==> config.mk <==
export PLATFORM = sky130hd
export DESIGN_NAME = sram_async_ctrl
export DESIGN_NICKNAME = d
export VERILOG_FILES = /design/src/rtl/sram_ctrl_pkg.sv /design/src/rtl/sram_ctrl_seq.sv /design/src/rtl/sram_ctrl_lane.sv /design/src/rtl/sram_async_ctrl.sv
export SDC_FILE = /design/constraint.sdc
export NUM_CORES = 1
export LEC_CHECK = 0
export BUFFER_PORTS_ARGS = -buffer_cell sky130_fd_sc_hd__buf_2
export CORE_MARGIN = 3
export CORE_UTILIZATION = 49
export CTS_BUF_LIST = sky130_fd_sc_hd__clkbuf_4 sky130_fd_sc_hd__clkbuf_8
export DETAILED_ROUTE_END_ITERATION = 10
export PLACE_DENSITY = 0.84
export SYNTH_ARGS = -nofsm -noshare
export SYNTH_HDL_FRONTEND = slang
export SYNTH_HIERARCHICAL = 1
export SYNTH_SLANG_ARGS = --single-unit
==> constraint.sdc <==
create_clock -name clk -period 2.4 [get_ports clk]
set_input_delay 0.12 -clock clk [delete_from_list [all_inputs] [get_ports clk]]
set_output_delay 0.12 -clock clk [all_outputs]
set_load 0.01 [all_outputs]
==> src/rtl/sram_ctrl_pkg.sv <==
package sram_ctrl_pkg;

   typedef enum logic [1:0] {
      ST_IDLE  = 2'd0,
      ST_READ  = 2'd1,
      ST_WRITE = 2'd2,
      ST_HOLD  = 2'd3
   } sram_state_e;

   function automatic int max2(input int a, input int b);
      return (a > b) ? a : b;
   endfunction

endpackage

==> src/rtl/sram_ctrl_seq.sv <==
module sram_ctrl_seq
   import sram_ctrl_pkg::*;
#(
   parameter int RD_CYC = 3,
   parameter int WR_CYC = 2
) (
   input  logic        clk,
   input  logic        rst_n,
   input  logic        start,
   input  logic        start_wr,
   output sram_state_e state_nxt,
   output logic        idle,
   output logic        rd_last
);

   localparam int MAX_CYC = max2(RD_CYC, WR_CYC);
   localparam int CNT_W   = $clog2(MAX_CYC + 1);

   sram_state_e      state_q;
   logic [CNT_W-1:0] cnt_q, cnt_nxt;
   logic             cnt_zero;

   assign cnt_zero = (cnt_q == '0);

   always_comb begin
      state_nxt = state_q;
      cnt_nxt   = cnt_q;
      unique case (state_q)
         ST_IDLE: begin
            if (start) begin
               state_nxt = start_wr ? ST_WRITE : ST_READ;
               cnt_nxt   = start_wr ? CNT_W'(WR_CYC - 1) : CNT_W'(RD_CYC - 1);
            end
         end
         ST_READ: begin
            if (cnt_zero) state_nxt = ST_IDLE;
            else          cnt_nxt   = cnt_q - 1'b1;
         end
         ST_WRITE: begin
            if (cnt_zero) state_nxt = ST_HOLD;
            else          cnt_nxt   = cnt_q - 1'b1;
         end
         ST_HOLD: state_nxt = ST_IDLE;
         default: state_nxt = ST_IDLE;
      endcase
   end

   always_ff @(posedge clk or negedge rst_n) begin
      if (!rst_n) begin
         state_q <= ST_IDLE;
         cnt_q   <= '0;
      end else begin
         state_q <= state_nxt;
         cnt_q   <= cnt_nxt;
      end
   end

   assign idle    = (state_q == ST_IDLE);
   assign rd_last = (state_q == ST_READ) && cnt_zero;

endmodule

==> src/rtl/sram_ctrl_lane.sv <==
module sram_ctrl_lane #(
   parameter int LANE_W = 8
) (
   input  logic              clk,
   input  logic              rst_n,
   input  logic              load,
   input  logic              en_in,
   input  logic [LANE_W-1:0] wdata_in,
   input  logic              capture,
   input  logic [LANE_W-1:0] bus_in,
   output logic              strobe_n,
   output logic [LANE_W-1:0] wdata_out,
   output logic [LANE_W-1:0] rdata_out
);

   always_ff @(posedge clk or negedge rst_n) begin
      if (!rst_n) begin
         strobe_n  <= 1'b1;
         wdata_out <= '0;
      end else if (load) begin
         strobe_n  <= ~en_in;
         wdata_out <= wdata_in;
      end
   end

   always_ff @(posedge clk or negedge rst_n) begin
      if (!rst_n)       rdata_out <= '0;
      else if (capture) rdata_out <= strobe_n ? '0 : bus_in;
   end

endmodule

==> src/rtl/sram_async_ctrl.sv <==
module sram_async_ctrl
   import sram_ctrl_pkg::*;
#(
   parameter int ADDR_W = 18,
   parameter int DATA_W = 16,
   parameter int LANE_W = 8,
   parameter int RD_CYC = 3,
   parameter int WR_CYC = 2,
   localparam int LANES = DATA_W / LANE_W
) (
   input  logic              clk,
   input  logic              rst_n,
   input  logic              req_valid,
   output logic              req_ready,
   input  logic              req_write,
   input  logic [ADDR_W-1:0] req_addr,
   input  logic [DATA_W-1:0] req_wdata,
   input  logic [LANES-1:0]  req_be,
   output logic              rsp_valid,
   output logic [DATA_W-1:0] rsp_rdata,
   output logic [ADDR_W-1:0] mem_addr,
   output logic              mem_ce_n,
   output logic              mem_we_n,
   output logic              mem_oe_n,
   output logic [LANES-1:0]  mem_bl_n,
   output logic [DATA_W-1:0] mem_dq_out,
   input  logic [DATA_W-1:0] mem_dq_in,
   output logic              mem_dq_oe
);

   if (LANES * LANE_W != DATA_W) begin : g_bad_lanes
      $error("DATA_W must be a whole number of lanes");
   end
   if (RD_CYC < 1 || WR_CYC < 1) begin : g_bad_cyc
      $error("cycle counts must be at least one");
   end
   if (ADDR_W < 1) begin : g_bad_addr
      $error("ADDR_W must be positive");
   end

   sram_state_e state_nxt;
   logic        idle, rd_last, accept;

   assign accept    = req_valid && idle;
   assign req_ready = idle;

   sram_ctrl_seq #(
      .RD_CYC (RD_CYC),
      .WR_CYC (WR_CYC)
   ) u_seq (
      .clk       (clk),
      .rst_n     (rst_n),
      .start     (accept),
      .start_wr  (req_write),
      .state_nxt (state_nxt),
      .idle      (idle),
      .rd_last   (rd_last)
   );

   // pins are registered from the next state so they switch together
   always_ff @(posedge clk or negedge rst_n) begin
      if (!rst_n) begin
         mem_ce_n  <= 1'b1;
         mem_we_n  <= 1'b1;
         mem_oe_n  <= 1'b1;
         mem_dq_oe <= 1'b0;
         rsp_valid <= 1'b0;
      end else begin
         mem_ce_n  <= (state_nxt == ST_IDLE);
         mem_we_n  <= (state_nxt != ST_WRITE);
         mem_oe_n  <= (state_nxt != ST_READ);
         mem_dq_oe <= (state_nxt == ST_WRITE) || (state_nxt == ST_HOLD);
         rsp_valid <= rd_last;
      end
   end

   always_ff @(posedge clk or negedge rst_n) begin
      if (!rst_n)      mem_addr <= '0;
      else if (accept) mem_addr <= req_addr;
   end

   for (genvar i = 0; i < LANES; i++) begin : g_lane
      sram_ctrl_lane #(
         .LANE_W (LANE_W)
      ) u_lane (
         .clk       (clk),
         .rst_n     (rst_n),
         .load      (accept),
         .en_in     (req_be[i]),
         .wdata_in  (req_wdata[i*LANE_W +: LANE_W]),
         .capture   (rd_last),
         .bus_in    (mem_dq_in[i*LANE_W +: LANE_W]),
         .strobe_n  (mem_bl_n[i]),
         .wdata_out (mem_dq_out[i*LANE_W +: LANE_W]),
         .rdata_out (rsp_rdata[i*LANE_W +: LANE_W])
      );
   end

endmodule

# --- After elaboration in Yosys (flattened, before gate mapping) ---
# Cells that the tools add are included.
# W data, S select, Z words.
totals:
  register_bits: 61
  input_bits: 56
  wordCells: 46
op_classes:
  n_eq_ne: 9
  reduce_logical: 9
  muxes: 11
  bitwise: 2
  add_sub_neg: 1
ops:
  columns: ["op", "n"]
  rows:
  - ["$mux W8", 2]
  - ["$mux W2", 7]
  - ["$eq A2 B2 Y1 const B", 4]
  - ["$pmux W2 S4", 1]
  - ["$logic_not A2 Y1", 3]
  - ["$ne A2 B1 Y1 const B", 2]
  - ["$ne A2 B2 Y1 const B", 2]
  - ["$pmux W2 S2", 1]
  - ["$reduce_and A3 Y1", 1]
  - ["$eq A2 B1 Y1 const B", 1]
  - ["$logic_and A1 B1 Y1", 2]
  - ["$not A1 Y1", 2]
  - ["$reduce_bool A2 Y1", 1]
  - ["$reduce_or A2 Y1", 1]
  - ["$sub A2 B1 Y2 const B", 1]
  - ["$logic_or A1 B1 Y1", 1]

# --- Logic depth before layout (Yosys ltp) ---
# Gate-level depths: netlist of run 1.
logic_depth:
  depth_word: 6
  mapped_depth: 9
  mapped_depth_nobuf: 8

# --- Cells and area by module ---
# Netlist of run 1, hierarchy kept.
by_module_without_submodules:
  columns: ["mod", "cells_per_inst", "area_per_inst_um2", "seq_area_each_um2", "n_inst"]
  rows:
  - ["sram_ctrl_lane", 53, 740.7, 426.7, 2]
  - ["sram_async_ctrl", 48, 870.8, 579.3, 1]
  - ["sram_ctrl_seq", 32, 291.5, 100.1, 1]

# --- Least setup slack after synthesis of run 1 ---
# OpenSTA, ideal clock, no wires.
synth_timing:
  path_kind: "reg2reg"
  startpoint: "register u_seq.state_q[0]"
  endpoint: "register g_lane[0].u_lane.wdata_out[0]"
  arrival_time_ps: 1734
  required_ps: 2275
  slack_ps: 540
  synth_period_minus_slack_ps: 1860
  stages_incl_launch_ff: 8
  path_cell_list: "dfrtp_1 inv_1 ha_1 nand2_4 buf_12 inv_1 buf_6 mux2_4"
synth_between:
  elab_chain_len: 2
synth_lines:
  columns: ["item", "line", "rtl"]
  rows:
  - ["start: declaration", "sram_ctrl_seq.sv:19", "sram_state_e state_q;"]
  - ["start signal: assignment", "sram_ctrl_seq.sv:53", "state_q <= state_nxt;"]
  - ["$logic_not A2 Y1", "sram_ctrl_seq.sv:58", "assign idle = (state_q == ST_IDLE);"]
  - ["named net req_ready", "sram_async_ctrl.sv:14", "output logic req_ready,"]
  - ["$logic_and A1 B1 Y1", "sram_async_ctrl.sv:44", "assign accept = req_valid && idle;"]
  - ["named net accept", "sram_async_ctrl.sv:42", "logic idle, rd_last, accept;"]
  - ["end signal: assignment", "sram_ctrl_lane.sv:22", "wdata_out <= wdata_in;"]
  - ["end: declaration", "sram_ctrl_lane.sv:12", "output logic [LANE_W-1:0] wdata_out,"]
# The timed path passes the listed nets, and every way through them passes these cells.
# A chain may end at the register's enable or synchronous reset.

# --- Final worst setup path of run 1 ---
layout_timing:
  startpoint: "register u_seq.state_q[0]"
  endpoint: "register g_lane[0].u_lane.wdata_out[6]"
layout_between:
  elab_chain_len: 2
layout_lines:
  columns: ["item", "line"]
  rows:
  - ["$logic_not A2 Y1", "sram_ctrl_seq.sv:58"]
  - ["$logic_and A1 B1 Y1", "sram_async_ctrl.sv:44"]
  - ["named net accept", "sram_async_ctrl.sv:42"]
# The timed path passes the listed nets, and every way through them passes these cells.

==> results.json, run 1 <==
{
  "cts_max_level": 3,
  "gr-total-overflow": 0,
  "cts_buffers": 9,
  "hold_path_class": "in -> reg",
  "timing.final.max_slew_violations": 0,
  "yosysTopAreaCell": "dfrtp_1",
  "netlist_area_sq_um": 2640,
  "grt_max_degree": 44,
  "io_buffer_count": 113,
  "route.vias.total": 1859,
  "areaGrowthSynthToFinish_pct": 34.4,
  "grt_pass1_wl_mm": 9.07,
  "grt_pass1_vias": 1887,
  "final.setup.tns_ns": 0,
  "p_total_uw": 4980,
  "multi_input_area_sq_um": 963,
  "nNetsFinal": 374,
  "via_per_inst": 4.79,
  "reg2reg_slack_ns": 0.52,
  "regArea_sq_um": 1530,
  "avgSynthCellArea_sq_um": 14.2,
  "hold_viol": 0,
  "syn_nets": 247,
  "drt_iter0_drc": 46,
  "clock_path_buffers": 2,
  "crit_type": "reg -> reg",
  "rows": 26,
  "insertedDiodeCount": 0,
  "synth_async_sr_flop_share_pct": 100,
  "fill_cells": 383,
  "cp-end-kind": "flop",
  "finalSetupViolations": 0,
  "die_y_um": 79.5,
  "cpMostUsedCell": "inv_1",
  "critPathLaunchType": "flop",
  "dieWidth_um": 79.5,
  "cts.sinks": 61,
  "dieArea_sq_um": 6310,
  "ys_top_cells_by_count": "dfrtp_1, mux2_4, inv_1",
  "slew_headroom_pct": 36.0,
  "gr-usage-all-layers_pct": 19.0,
  "layout-drive-gt1-share_pct": 57.5,
  "synth_cells": 186,
  "finalCriticalPeriod_ns": 1.88,
  "fin_skew_ns": 0.00914,
  "cp_max_fo": 19,
  "slowest_stage": "dfrtp_1",
  "timing.final.crit_share_pct": 78.2,
  "synth_top_area_share_pct": 53.0,
  "avgRoutedWirePerCell_um": 14.9,
  "hpwl_mm": 4.22,
  "initial_core_util_pct": 51.1,
  "synth_ff_type": "dfrtp_1",
  "yosysWarnings": 6,
  "tightest_slew_ns": 0.961,
  "slowest_delay_ns": 0.42,
  "synth-seq-cells": 61,
  "fmax_ghz": 0.533,
  "clock-root-buffer": "clkbuf_8",
  "rsz0062_at_grt": "no",
  "ios": 114,
  "leakagePower_uw": 0.00188,
  "antenna_found_initial": 0,
  "outcome": "complete, no violations",
  "core_area_sq_um": 5170,
  "antenna_left": 0,
  "seq_area_frac_synth_pct": 58.0,
  "gp_congestion": 0.736,
  "cap_viol_max_count": 0,
  "path_cells": "inv_1, ha_1, nand2_4, inv_1, buf_4, mux2_4",
  "first_pass_iters": 4,
  "power.density_nw_per_um2": 1400,
  "crit_arrival_ns": 2.08,
  "ir_worst_vdd_v": 0.000875,
  "cts_setup_buffers": 0,
  "worst_ep_required_time_ns": 2.60,
  "yosys.cell_count.top_type": "dfrtp_1",
  "yosys-top-cells-area": "dfrtp_1, mux2_4, dfstp_2",
  "clk_pin_slew_ns": 0.08,
  "cts_tree": "built",
  "insertion_delay_ns": 0.32,
  "synth_edf_count": 0,
  "wirelength_mm": 5.79,
  "synth.distinct_cells": 27,
  "drcViolationCount": 0
}
## report_power, final
part / switching [uW] / internal [uW] / total, uW
clock network: 396 / 716 / 1110
registers: 303 / 1570 / 1870
logic: 949 / 1050 / 2000
total: 1650 / 3330 / 4980
## flip-flops by register name, summed over array words and instances, names as in the netlist
register,cells
u_seq/state_q,2
g_lane.u_lane/rdata_out,16
mem_oe_n,1
u_seq/cnt_q,2
g_lane.u_lane/strobe_n,2
mem_addr,18
mem_dq_oe,1
mem_ce_n,1
rsp_valid,1
mem_we_n,1
g_lane.u_lane/wdata_out,16
## layout make-up
cell class / instances / area share [%]
sequential: 61 / 43.1
multi-input combinational: 98 / 27.1
timing repair buffer: 122 / 18.1
clock buffer: 10 / 3.87
clock inverter: 6 / 3.10
tap: 70 / 2.46
inverter: 21 / 2.22
## worst max-delay path, delay by kind of cell, from the launching register on
kind | cells | cell delay, ns
buffers and inverters | 3 | 0.60
flip-flops | 1 | 0.42
multiplexers | 1 | 0.34
adder cells (fa/ha/maj) | 1 | 0.33
AND/OR/NAND/NOR | 1 | 0.07
## final timing paths
check,start,to,depth (start not counted)
hold / removal,req_wdata[4],g_lane[0].u_lane/wdata_out[4]$_DFFE_PN0P_,2
max in group asynchronous,rst_n,g_lane[1].u_lane/wdata_out[0]$_DFFE_PN0P_,3
setup / recovery,u_seq/state_q[0]$_DFF_PN0_,g_lane[0].u_lane/wdata_out[6]$_DFFE_PN0P_,6
hold reg to reg,mem_addr[17]$_DFFE_PN0P_,mem_addr[17]$_DFFE_PN0P_,1
setup reg to reg,u_seq/state_q[0]$_DFF_PN0_,g_lane[0].u_lane/wdata_out[6]$_DFFE_PN0P_,6
min in group asynchronous,rst_n,g_lane[0].u_lane/wdata_out[7]$_DFFE_PN0P_,2
## logic make-up (layout without fill, tap and decap cells)
logic type	Yosys count	count (layout)	synth area share (%)
and+or+nand+nor	31	31	9.61
muxes	34	34	18.0
DFF	61	61	58.0
adders and majority gates	5	5	2.37
buffers and inverters	27	159	5.58
AOI/OAI and AO/OA	28	28	6.44
## placed cells by master (no fill, tap or decap), types with 5 or more instances in the layout
| cell | count |
|---|---|
| dfstp_2 | 5 |
| nand3b_1 | 12 |
| buf_4 | 5 |
| ha_1 | 5 |
| o21ai_0 | 9 |
| clkbuf_8 | 10 |
| nor2_1 | 5 |
| inv_1 | 21 |
| dfrtp_1 | 56 |
| buf_2 | 113 |
| mux2_2 | 9 |
| mux2_4 | 25 |
## repair_timing
action / 4_1_cts / 5_1_grt
hold endpoints to repair: 39 / 0
hold buffers: 4 / 0
gates resized for setup: 0 / 0
## stage by stage
| step | util (%) | std cells | instance area, sq um | hold WS, ns | setup WS, ns |
|---|---|---|---|---|---|
| after global routing | 68.7 | 388 | 3550 | 0.00267 | 0.388 |
| after global placement | 63.1 | 368 | 3270 | 0.254 | 0.632 |
| after floorplan | - | 186 | 2640 | -0.176 | 0.540 |
| after detailed placement | 63.1 | 368 | 3270 | 0.264 | 0.541 |
| final | 68.7 | 388 | 3550 | 0.0209 | 0.523 |
| after CTS | 68.7 | 388 | 3550 | 0.000633 | 0.510 |
## per-layer routing
layer	up-vias	wire length, um	global-route usage (%)	share of wire, %
li1	880	-	-	-
met1	886	2420	23.8	42
met2	87	2800	30.1	48
met3	6	519	6.43	9.0
met4	0	53	7.73	0.92
met5	-	0	0	0
No activity file was read; power rests on OpenSTA's default activity.
==> run 2, diff against run 1 <==
==> constraint.sdc (replaced) <==
create_clock -name clk -period 1.9 [get_ports clk]
set_input_delay 0.095 -clock clk [delete_from_list [all_inputs] [get_ports clk]]
set_output_delay 0.095 -clock clk [all_outputs]
set_load 0.01 [all_outputs]
==> run 2 against run 1 <==
Effect of this change:
- clock power grew 28%
- critical path depth grew 1
- critical path type unchanged
- worst setup slack lost 0.37 ns
==> results.json, run 2 (same netlist as run 1, synthesis figures left out) <==
{
  "dieWidth_um": 79.5,
  "avgRoutedWirePerCell_um": 15.6,
  "fmax_ghz": 0.574,
  "ir_worst_vdd_v": 0.00112,
  "core_area_sq_um": 5170,
  "timing.final.crit_share_pct": 91.7,
  "grt_pass1_vias": 2130,
  "leakagePower_uw": 0.00205,
  "cp-end-kind": "flop",
  "layout-drive-gt1-share_pct": 51.8,
  "drcViolationCount": 0,
  "timing.final.max_slew_violations": 0,
  "power.density_nw_per_um2": 1630,
  "ios": 114,
  "path_cells": "inv_1, ha_1, nand2_4, inv_1, nand2_1, a31oi_1, nand2b_1",
  "hold_path_class": "in -> reg",
  "crit_arrival_ns": 2.01,
  "gp_congestion": 0.810,
  "finalCriticalPeriod_ns": 1.74,
  "path_buf_inv": 2,
  "die_y_um": 79.5,
  "rsz0062_at_grt": "no",
  "layout_commonest_cell": "buf_2",
  "via_per_inst": 4.78,
  "cts.sinks": 61,
  "io_buffer_count": 113,
  "cts_setup_buffers": 0,
  "critPathLaunchType": "flop",
  "fin_skew_ns": 0.00958,
  "clock_path_buffers": 2,
  "critPathTopFamily": "flip-flops",
  "finish.utilization_pct": 76.3,
  "cp_max_fo": 6,
  "grt_pass1_wl_mm": 10.4,
  "cts_max_level": 3,
  "final.setup.tns_ns": 0,
  "slew_headroom_pct": 71.9,
  "grt_max_degree": 34,
  "antenna_found_initial": 0,
  "hpwl_mm": 4.10,
  "slowest_delay_ns": 0.43,
  "largest_reg_flops": 18,
  "gr-usage-all-layers_pct": 22.2,
  "worst_ep_required_time_ns": 2.17,
  "clk_pin_slew_ns": 0.07,
  "nNetsFinal": 411,
  "insertion_delay_ns": 0.33,
  "clock-root-buffer": "clkbuf_8",
  "tightest_slew_ns": 0.422,
  "initial_core_util_pct": 51.1,
  "cpMostUsedCell": "inv_1",
  "outcome": "complete, no violations",
  "route.vias.total": 2036,
  "crit_type": "reg -> reg",
  "first_pass_iters": 4,
  "cts_tree": "built",
  "hold_buffers": 40,
  "rows": 26,
  "largest-register": "mem_addr",
  "slowest_stage": "dfrtp_1",
  "drt_iter0_drc": 47,
  "dieArea_sq_um": 6310,
  "areaGrowthSynthToFinish_pct": 49.4,
  "ctsResizeCount": 0,
  "reg.largest.list": "mem_addr (18), g_lane.u_lane/rdata_out (16), g_lane.u_lane/wdata_out (16)",
  "hold_viol": 0,
  "mostFrequentLayoutCells": "buf_2, dfrtp_1, dlygate4sd3_1, mux2_4, inv_1",
  "wirelength_mm": 6.64,
  "cap_viol_max_count": 0,
  "finalSetupViolations": 0,
  "cts_buffers": 9,
  "antenna_left": 0,
  "gr-total-overflow": 0
}
[run 2: cell count changes in the layout (fill, tap and decap cells not counted)]
cell / change
diode_2: +1
buf_12: +2
buf_4: -1
dlygate4sd3_1: +36
[run 2: worst reg2reg max path, delay by kind of cell (launching register included)]
kind            cells  cell delay [ns]
fa+ha+maj           1             0.22
simple gates        3             0.34
compound gates      1             0.37
buf+inv             2             0.32
flops               1             0.43
[run 2: layout make-up]
cell class	count	area, sq um
diodes	1	2.50
clock buffers	10	138
clock inverters	6	110
fillers	324	1220
inverters	21	78.8
multi-input cells	98	963
flip-flops and latches	61	1530
well taps	70	87.6
repair buffers	159	1040
[run 2: metrics by stage]
stage	area [sq um]	worst slack (ns)	cells	hold WS [ns]	total power, uW
2_1_floorplan	2640	0.0404	186	-0.201	3990
3_3_place_gp	3300	0.305	369	0.0533	4820
3_5_place_dp	3300	0.209	369	0.0437	4940
4_1_cts	3950	0.161	425	0.000530	6450
5_1_grt	3950	0.00830	425	0.00556	6830
6_report	3950	0.157	426	0.0164	6440
[run 2: report_power, final]
part	total [uW]	internal [uW]	switching [uW]	leakage, uW
Combinational	2650	1410	1240	0.00120
Clock	1420	905	515	0.000119
Sequential	2370	1980	391	0.000726
[run 2: final timing paths]
kind | end | startpoint | slack, ns | cells past startpoint
setup / recovery | mem_oe_n$_DFF_PN1_ | u_seq/state_q[0]$_DFF_PN0_ | 0.16 | 7
hold / removal | g_lane[0].u_lane/rdata_out[2]$_DFFE_PN0P_ | mem_dq_in[2] | 0.02 | 3
setup reg to reg | mem_oe_n$_DFF_PN1_ | u_seq/state_q[0]$_DFF_PN0_ | 0.16 | 7
hold reg to reg | mem_addr[16]$_DFFE_PN0P_ | mem_addr[16]$_DFFE_PN0P_ | 0.51 | 1
max in group asynchronous | g_lane[0].u_lane/strobe_n$_DFFE_PN1P_ | rst_n | 0.98 | 3
min in group asynchronous | g_lane[0].u_lane/rdata_out[4]$_DFFE_PN0P_ | rst_n | 0.24 | 2
[run 2: metal layers]
metal	routed length [um]	track usage, %
met4	61	10.5
met2	3460	38.3
met5	0	0
met1	2660	25.7
met3	456	5.53
